[src/rtl/vtc_pkg.sv]
package vtc_pkg;
    localparam int DATA_W      = 32;
    localparam int HALF_W      = DATA_W / 2;
    localparam int ADDR_W      = 6;
    localparam int PORT_REGS   = 5;
    localparam int PORT_STRIDE = 8;

    localparam logic [ADDR_W-1:0] A_MODE      = 6'h00;
    localparam logic [ADDR_W-1:0] A_CPL       = 6'h01;
    localparam logic [ADDR_W-1:0] A_HLF       = 6'h02;
    localparam logic [ADDR_W-1:0] A_RESTART   = 6'h03;
    localparam logic [ADDR_W-1:0] A_WIN_TS    = 6'h04;
    localparam logic [ADDR_W-1:0] A_WIN_TE    = 6'h05;
    localparam logic [ADDR_W-1:0] A_WIN_BS    = 6'h06;
    localparam logic [ADDR_W-1:0] A_WIN_BE    = 6'h07;
    localparam logic [ADDR_W-1:0] A_STAT      = 6'h08;
    localparam logic [ADDR_W-1:0] A_STAT_CLR  = 6'h09;
    localparam logic [ADDR_W-1:0] A_MASK_CLR  = 6'h0A;
    localparam logic [ADDR_W-1:0] A_MASK_SET  = 6'h0B;
    localparam logic [ADDR_W-1:0] A_PORT_BASE = 6'h10;

    localparam int IRQ_BOT = 0;
    localparam int IRQ_TOP = 1;

    typedef enum logic {
        TB_HALT,
        TB_RUN
    } tb_state_e;

    // upper half: later / falling edge, lower half: earlier / rising edge
    typedef struct packed {
        logic [HALF_W-1:0] hi;
        logic [HALF_W-1:0] lo;
    } pair_t;

    typedef struct packed {
        pair_t hs;
        pair_t vl_top;
        pair_t vl_bot;
        pair_t vo_top;
        pair_t vo_bot;
    } port_cfg_t;

    // each pair: hi = line, lo = pixel
    typedef struct packed {
        pair_t top_start;
        pair_t top_stop;
        pair_t bot_start;
        pair_t bot_stop;
    } win_cfg_t;
endpackage

[src/rtl/vtc_regs.sv]
module vtc_regs
    import vtc_pkg::*;
#(
    parameter int NPORT = 4
) (
    input  logic              clk,
    input  logic              rst_n,
    input  logic              wr_en,
    input  logic [ADDR_W-1:0] addr,
    input  logic [DATA_W-1:0] wdata,
    input  logic              top_evt,
    input  logic              bot_evt,
    output logic [DATA_W-1:0] rdata,
    output logic [DATA_W-1:0] mode,
    output logic [HALF_W-1:0] cpl,
    output logic [HALF_W-1:0] hlf,
    output logic              restart,
    output win_cfg_t          win,
    output port_cfg_t         port_cfg [NPORT],
    output logic [1:0]        status,
    output logic [1:0]        mask
);
    logic [DATA_W-1:0] port_q [NPORT][PORT_REGS];
    logic [DATA_W-1:0] win_q  [4];
    logic [1:0]        stat_clr, mask_clr, mask_set;

    function automatic logic [ADDR_W-1:0] port_addr(input int p, input int k);
        return A_PORT_BASE + ADDR_W'(p * PORT_STRIDE + k);
    endfunction

    assign restart  = wr_en && (addr == A_RESTART) && wdata[0];
    assign stat_clr = (wr_en && addr == A_STAT_CLR) ? wdata[1:0] : 2'b00;
    assign mask_clr = (wr_en && addr == A_MASK_CLR) ? wdata[1:0] : 2'b00;
    assign mask_set = (wr_en && addr == A_MASK_SET) ? wdata[1:0] : 2'b00;

    always_ff @(posedge clk or negedge rst_n) begin
        if (!rst_n) begin
            mode <= DATA_W'(1);
            cpl  <= '0;
            hlf  <= '0;
            for (int w = 0; w < 4; w++) win_q[w] <= '0;
            for (int p = 0; p < NPORT; p++)
                for (int k = 0; k < PORT_REGS; k++) port_q[p][k] <= '0;
        end else if (wr_en) begin
            if (addr == A_MODE) mode <= wdata;
            if (addr == A_CPL)  cpl  <= wdata[HALF_W-1:0];
            if (addr == A_HLF)  hlf  <= wdata[HALF_W-1:0];
            for (int w = 0; w < 4; w++)
                if (addr == A_WIN_TS + ADDR_W'(w)) win_q[w] <= wdata;
            for (int p = 0; p < NPORT; p++)
                for (int k = 0; k < PORT_REGS; k++)
                    if (addr == port_addr(p, k)) port_q[p][k] <= wdata;
        end
    end

    // event set wins over a clear in the same cycle
    always_ff @(posedge clk or negedge rst_n) begin
        if (!rst_n) begin
            status <= 2'b00;
            mask   <= 2'b00;
        end else begin
            status <= (status & ~stat_clr) | {top_evt, bot_evt};
            mask   <= (mask & ~mask_clr) | mask_set;
        end
    end

    assign win = {win_q[0], win_q[1], win_q[2], win_q[3]};

    for (genvar p = 0; p < NPORT; p++) begin : g_cfg
        assign port_cfg[p] = {port_q[p][0], port_q[p][1], port_q[p][2],
                              port_q[p][3], port_q[p][4]};
    end

    always_comb begin
        rdata = '0;
        case (addr)
            A_MODE:     rdata = mode;
            A_CPL:      rdata = DATA_W'(cpl);
            A_HLF:      rdata = DATA_W'(hlf);
            A_WIN_TS:   rdata = win_q[0];
            A_WIN_TE:   rdata = win_q[1];
            A_WIN_BS:   rdata = win_q[2];
            A_WIN_BE:   rdata = win_q[3];
            A_STAT:     rdata = DATA_W'(status);
            A_MASK_CLR: rdata = DATA_W'(mask);
            A_MASK_SET: rdata = DATA_W'(mask);
            default:    rdata = '0;
        endcase
        for (int p = 0; p < NPORT; p++)
            for (int k = 0; k < PORT_REGS; k++)
                if (addr == port_addr(p, k)) rdata = port_q[p][k];
    end
endmodule

[src/rtl/vtc_timebase.sv]
module vtc_timebase
    import vtc_pkg::*;
(
    input  logic              clk,
    input  logic              rst_n,
    input  logic [DATA_W-1:0] mode,
    input  logic [HALF_W-1:0] cpl,
    input  logic [HALF_W-1:0] hlf,
    input  logic              restart,
    output logic              run,
    output logic [HALF_W-1:0] line,
    output logic [HALF_W-1:0] sample,
    output logic              top,
    output logic              top_evt,
    output logic              bot_evt
);
    tb_state_e state_q, state_d;
    logic      end_of_line, end_of_field;

    // state register
    always_ff @(posedge clk or negedge rst_n) begin
        if (!rst_n) state_q <= TB_HALT;
        else        state_q <= state_d;
    end

    // START / STOP transitions
    always_comb begin
        state_d = state_q;
        unique case (state_q)
            TB_HALT: if (mode == '0) state_d = TB_RUN;
            TB_RUN:  if (mode != '0) state_d = TB_HALT;
            default: state_d = TB_HALT;
        endcase
    end

    // outputs of the machine
    always_comb begin
        run     = (state_q == TB_RUN);
        top_evt = run && line == HALF_W'(1) && sample == '0 && top;
        bot_evt = run && line == HALF_W'(1) && sample == '0 && !top;
    end

    assign end_of_line  = ({1'b0, sample} + (HALF_W+1)'(1)) >= {1'b0, cpl};
    assign end_of_field = line >= (hlf >> 1);

    always_ff @(posedge clk or negedge rst_n) begin
        if (!rst_n) begin
            sample <= '0;
            line   <= HALF_W'(1);
            top    <= 1'b1;
        end else if (state_q != TB_RUN || restart) begin
            sample <= '0;
            line   <= HALF_W'(1);
            top    <= 1'b1;
        end else if (end_of_line) begin
            sample <= '0;
            if (end_of_field) begin
                line <= HALF_W'(1);
                top  <= hlf[0] ? !top : 1'b1;
            end else begin
                line <= line + HALF_W'(1);
            end
        end else begin
            sample <= sample + HALF_W'(1);
        end
    end
endmodule

[src/rtl/vtc_sync_port.sv]
module vtc_sync_port
    import vtc_pkg::*;
(
    input  logic              clk,
    input  logic              rst_n,
    input  logic              run,
    input  logic              restart,
    input  logic [HALF_W-1:0] line,
    input  logic [HALF_W-1:0] sample,
    input  logic              top,
    input  port_cfg_t         cfg,
    output logic              hsync,
    output logic              vsync
);
    pair_t vl, vo;
    logic  hs_in, rise_hit, fall_hit, vs_q;

    always_comb begin
        if (cfg.hs.lo <= cfg.hs.hi) hs_in = (sample >= cfg.hs.lo) && (sample < cfg.hs.hi);
        else                        hs_in = (sample >= cfg.hs.lo) || (sample < cfg.hs.hi);
    end

    assign vl       = top ? cfg.vl_top : cfg.vl_bot;
    assign vo       = top ? cfg.vo_top : cfg.vo_bot;
    assign rise_hit = (line == vl.lo) && (sample == vo.lo);
    assign fall_hit = (line == vl.hi) && (sample == vo.hi);

    always_ff @(posedge clk or negedge rst_n) begin
        if (!rst_n)               vs_q <= 1'b0;
        else if (!run || restart) vs_q <= 1'b0;
        else if (rise_hit)        vs_q <= 1'b1;
        else if (fall_hit)        vs_q <= 1'b0;
    end

    assign hsync = run && hs_in;
    assign vsync = run && vs_q;
endmodule

[src/rtl/vtc_window.sv]
module vtc_window
    import vtc_pkg::*;
(
    input  logic              run,
    input  logic [HALF_W-1:0] line,
    input  logic [HALF_W-1:0] sample,
    input  logic              top,
    input  win_cfg_t          win,
    output logic              active
);
    pair_t w_start, w_stop;

    assign w_start = top ? win.top_start : win.bot_start;
    assign w_stop  = top ? win.top_stop  : win.bot_stop;
    assign active  = run && (line >= w_start.hi) && (line <= w_stop.hi)
                         && (sample >= w_start.lo) && (sample <= w_stop.lo);
endmodule

[src/rtl/video_timing_core.sv]
module video_timing_core
    import vtc_pkg::*;
#(
    parameter int NPORT = 4
) (
    input  logic              clk,
    input  logic              rst_n,
    input  logic              wr_en,
    input  logic [ADDR_W-1:0] addr,
    input  logic [DATA_W-1:0] wdata,
    output logic [DATA_W-1:0] rdata,
    output logic [NPORT-1:0]  hsync_o,
    output logic [NPORT-1:0]  vsync_o,
    output logic              active_o,
    output logic              irq_o
);
    logic [DATA_W-1:0] mode_w;
    logic [HALF_W-1:0] cpl_w, hlf_w, tb_line, tb_sample;
    logic              restart_w, tb_run, tb_top, top_evt, bot_evt;
    logic [1:0]        irq_status, irq_mask;
    win_cfg_t          win_w;
    port_cfg_t         port_cfg [NPORT];

    vtc_regs #(.NPORT(NPORT)) u_regs (
        .clk(clk), .rst_n(rst_n), .wr_en(wr_en), .addr(addr), .wdata(wdata),
        .top_evt(top_evt), .bot_evt(bot_evt), .rdata(rdata), .mode(mode_w),
        .cpl(cpl_w), .hlf(hlf_w), .restart(restart_w), .win(win_w),
        .port_cfg(port_cfg), .status(irq_status), .mask(irq_mask)
    );

    vtc_timebase u_timebase (
        .clk(clk), .rst_n(rst_n), .mode(mode_w), .cpl(cpl_w), .hlf(hlf_w),
        .restart(restart_w), .run(tb_run), .line(tb_line), .sample(tb_sample),
        .top(tb_top), .top_evt(top_evt), .bot_evt(bot_evt)
    );

    for (genvar p = 0; p < NPORT; p++) begin : g_port
        vtc_sync_port u_port (
            .clk(clk), .rst_n(rst_n), .run(tb_run), .restart(restart_w),
            .line(tb_line), .sample(tb_sample), .top(tb_top), .cfg(port_cfg[p]),
            .hsync(hsync_o[p]), .vsync(vsync_o[p])
        );
    end

    vtc_window u_window (
        .run(tb_run), .line(tb_line), .sample(tb_sample), .top(tb_top),
        .win(win_w), .active(active_o)
    );

    assign irq_o = |(irq_status & irq_mask);
endmodule

[config.mk]
export PLATFORM = sky130hd
export DESIGN_NAME = video_timing_core
export DESIGN_NICKNAME = d
export VERILOG_FILES = /design/src/rtl/vtc_pkg.sv /design/src/rtl/vtc_regs.sv /design/src/rtl/vtc_timebase.sv /design/src/rtl/vtc_sync_port.sv /design/src/rtl/vtc_window.sv /design/src/rtl/video_timing_core.sv
export SDC_FILE = /design/constraint.sdc
export NUM_CORES = 2
export LEC_CHECK = 0
export ABC_AREA = 0
export BUFFER_PORTS_ARGS = -buffer_cell sky130_fd_sc_hd__buf_2
export CORE_MARGIN = 1
export CORE_UTILIZATION = 60
export DETAILED_ROUTE_END_ITERATION = 8
export GPL_ROUTABILITY_DRIVEN = 0
export PLACE_DENSITY = 0.77
export SYNTH_ARGS = -nofsm -noshare
export SYNTH_HDL_FRONTEND = slang
export SYNTH_SLANG_ARGS = --single-unit
[constraint.sdc]
create_clock -name clk -period 4.6 [get_ports clk]
set_input_delay 0.46 -clock clk [delete_from_list [all_inputs] [get_ports clk]]
set_output_delay 0.46 -clock clk [all_outputs]
set_load 0.05 [all_outputs]
==> flow_summary.ini <==
[timing]
maxSlewHeadroom = 0.1643
hold_ws_ns = 0.3995
setup_viol = 0
grt_setup_unrepaired = false
hold_viol = 0
skew_ns = 0.02997
period_needed_ns = 4.497
drv_slew = 0
worst_slew_pin_slew_ns = 1.254
fmax_mhz = 222.4
min_period_over_period = 0.9776
setup_tns_ns = 0

[grt]
grt_max_degree = 120
grt_pass1_wl_mm = 281.0
grt_pass1_vias = 41250
grt_usage = 0.4303
grt_overflow = 0
antenna_found_initial = 10

[worst_setup_path]
crit_arrival_ns = 4.04
r2r-end = u_timebase.line[5]$_DFFE_PN0P_
cp_slowest_stage_delay_ns = 0.82
rrSetupSlack_ns = 0.64
critPathMaxFanout = 13
setup.worst_path.class = flop to primary output
cp.required_ns = 4.14
cp_slowest_cell = dfrtp_2
path_cells = buf_4 -> ha_1 -> a21o_1 -> a21o_1 -> a21oi_1 -> o2111ai_1 -> a21oi_1 -> a21oi_1 -> o21ai_0 -> buf_2
start_kind = flop
r2r-start = u_timebase.sample[0]$_DFF_PN0_
critPathCaptureType = primary output
reg2reg_depth = 13
path_common_cell = a21oi_1

[routing]
ant_nets = 0
avgRoutedWirePerCell_um = 32.77
dr.pass1.iters = 9
drtIter0Drc = 6670
routed_via_density = 7.257
wirelength_mm = 192.6
route.detailed.drc = 10
via_count = 42650

[clock_network]
cts_buffer_depth = 3
root_buffer = clkbuf_16
numCtsBuffers = 95
htree_levels = 3
cts_tree = yes
worstSkewPairLatency_ns = 0.69
cts.sinks = 874
cts.clk_slew.worst_paths_ns = 0.06

[die]
initial_core_util = 0.6056
row_count = 108
core_mm2 = 0.08675
dieArea_mm2 = 0.08875
ios = 83
die_y_um = 297.9
die_w_um = 297.9

[synth]
synth_ff_type = dfrtp_1
synthesis.nets = 4967
synth_cell_types = 87
ys_seq_area_frac = 0.4164
ys_async_sr_fraction = 1.000
synth_edf_count = 0
synth_area_mm2 = 0.05254
avgSynthCellArea_um2 = 11.32
synthCells = 4639
synth_warnings = 0
ys_seq_elements = 874

[layout]
area_growth_syn_to_layout_pct = 9.803
nNetsFinal = 4972
fillers = 6511
drive_gt1_frac = 0.2815

[status]
status = complete, but fails checks
violations = DRC

[flow_run]
drv_cap = 0

[placed_design]
hpwl_mm = 134.5
portBuffers = 82

[hold_path]
hp-class = primary input to flop
holdPathEnd = u_regs.mask[0]$_DFF_PN0_
holdPathStages = 2
worstHoldStart = addr[0]

[pwr]
ir_drop_mv = 0.3813
p_per_area_mw_per_mm2 = 373.9
leakagePower_nw = 29.23
==> layout make-up <==
type / instances / area [um2] / share of cell area
antenna: 8 / 20.02 / 0.0003470
clock buffer: 134 / 2819 / 0.04887
clock inverter: 33 / 382.9 / 0.006637
inverter: 181 / 679.4 / 0.01178
multi-input combinational: 3235 / 28440 / 0.4929
sequential: 874 / 21880 / 0.3794
tap: 1155 / 1445 / 0.02505
timing repair buffer: 257 / 2019 / 0.03501
==> Yosys cell counts, drive strengths merged (43+ instances only) <==
library cell / n / area, um2
xnor2: 166 / 1454
mux2i: 352 / 3523
clkbuf: 131 / 491.7
mux2: 852 / 9594
nor3: 45 / 225.2
ha: 287 / 3591
nor2: 140 / 638.1
a22oi: 119 / 893.4
dfrtp: 871 / 21800
nand3: 64 / 325.3
xor2: 105 / 919.6
o21ai: 135 / 675.6
inv: 175 / 656.9
nand2: 147 / 564.3
a21o: 43 / 322.8
a21oi: 132 / 664.4
o22ai: 77 / 481.7
a221oi: 43 / 376.6
buf: 218 / 1114
nor4: 67 / 419.2
nand4: 94 / 588.1
==> layer usage <==
| metal | routed length [um] | track usage |
|---|---|---|
| met5 | 194 | 0.01461 |
| met4 | 17180 | 0.3072 |
| met2 | 77370 | 0.5945 |
| met1 | 70750 | 0.5713 |
| met3 | 27110 | 0.1320 |
==> worst max-delay path: cells and delay by family (launching register included) <==
kind	cells	cell delay (ns)
flops	1	0.82
fa+ha+maj	1	0.33
compound gates	7	1.30
buf+inv	2	0.88
==> power breakdown <==
group | switching (W) | internal [W]
sequential | 0.00109 | 0.00867
clock | 0.00328 | 0.00469
combinational | 0.00207 | 0.00177
==> sequential cells by signal, indices dropped and copies added, names as in the netlist <==
name and flops:
u_regs.port_cfg 640, u_regs.win 128, u_regs.mode 32, u_regs.cpl 16, u_regs.hlf 16, u_timebase.line 16
u_timebase.sample 16, g_port.u_port.vs_q 4, u_regs.mask 2, u_regs.status 2, u_timebase.run 1, u_timebase.top 1
==> cell families after synthesis <==
kind of cell               count (synthesis)  share of synthesized area
muxes                                   1214                     0.2540
DFF                                      874                     0.4164
AOI/OAI and AO/OA                        786                     0.1037
and+or+nand+nor                          677                    0.06890
buffers and inverters                    530                    0.04349
adders and majority gates                287                    0.06835
xor gates and xnor gates                 271                    0.04518
==> repair_timing <==
item	4_1_cts	5_1_grt
endpoints found under the setup margin	0	1
hold endpoints to repair	81	0
setup buffers	0	1
resized for setup	0	1
hold buffers	1	0
==> through the flow <==
stage	setup WS [ns]	std cells	total power [W]	cell area, um2	util
floorplan	0.1004	4639	0.01204	52540	-
global placement	0.5553	5700	0.01334	54440	0.6275
detailed placement	0.5203	5700	0.01351	54440	0.6275
CTS	0.06100	5868	0.02138	57650	0.6645
global route	0.09520	5872	0.02224	57670	0.6648
finish	0.1029	5877	0.02157	57690	0.6650
==> cell usage in the layout, fill, tap and decap left out, types with 44 or more instances in the layout <==
master,count
dfrtp_1,866
mux2_2,849
mux2i_1,351
ha_1,287
inv_1,175
xnor2_1,166
buf_4,163
nand2_1,142
a21oi_1,131
o21ai_0,128
a22oi_1,119
nor2_1,118
xor2_1,105
clkbuf_16,99
nand4_1,94
o22ai_1,77
buf_2,71
nor4_1,66
nand3_1,62
nor3_1,44
==> worst max path at each step <==
stage	start	endpoint	slack, ns	cells past startpoint
6_report	u_timebase.sample[9]$_DFF_PN0_	hsync_o[2]	0.10	10
5_1_grt	u_timebase.top$_DFFE_PN1P_	active_o	0.1	10
4_1_cts	u_timebase.top$_DFFE_PN1P_	active_o	0.06	11
3_5_place_dp	addr[3]	rdata[23]	0.52	9
3_3_place_gp	addr[3]	rdata[23]	0.56	9
2_1_floorplan	u_timebase.top$_DFFE_PN1P_	active_o	0.10	14
(Power assumes the default switching activity.)
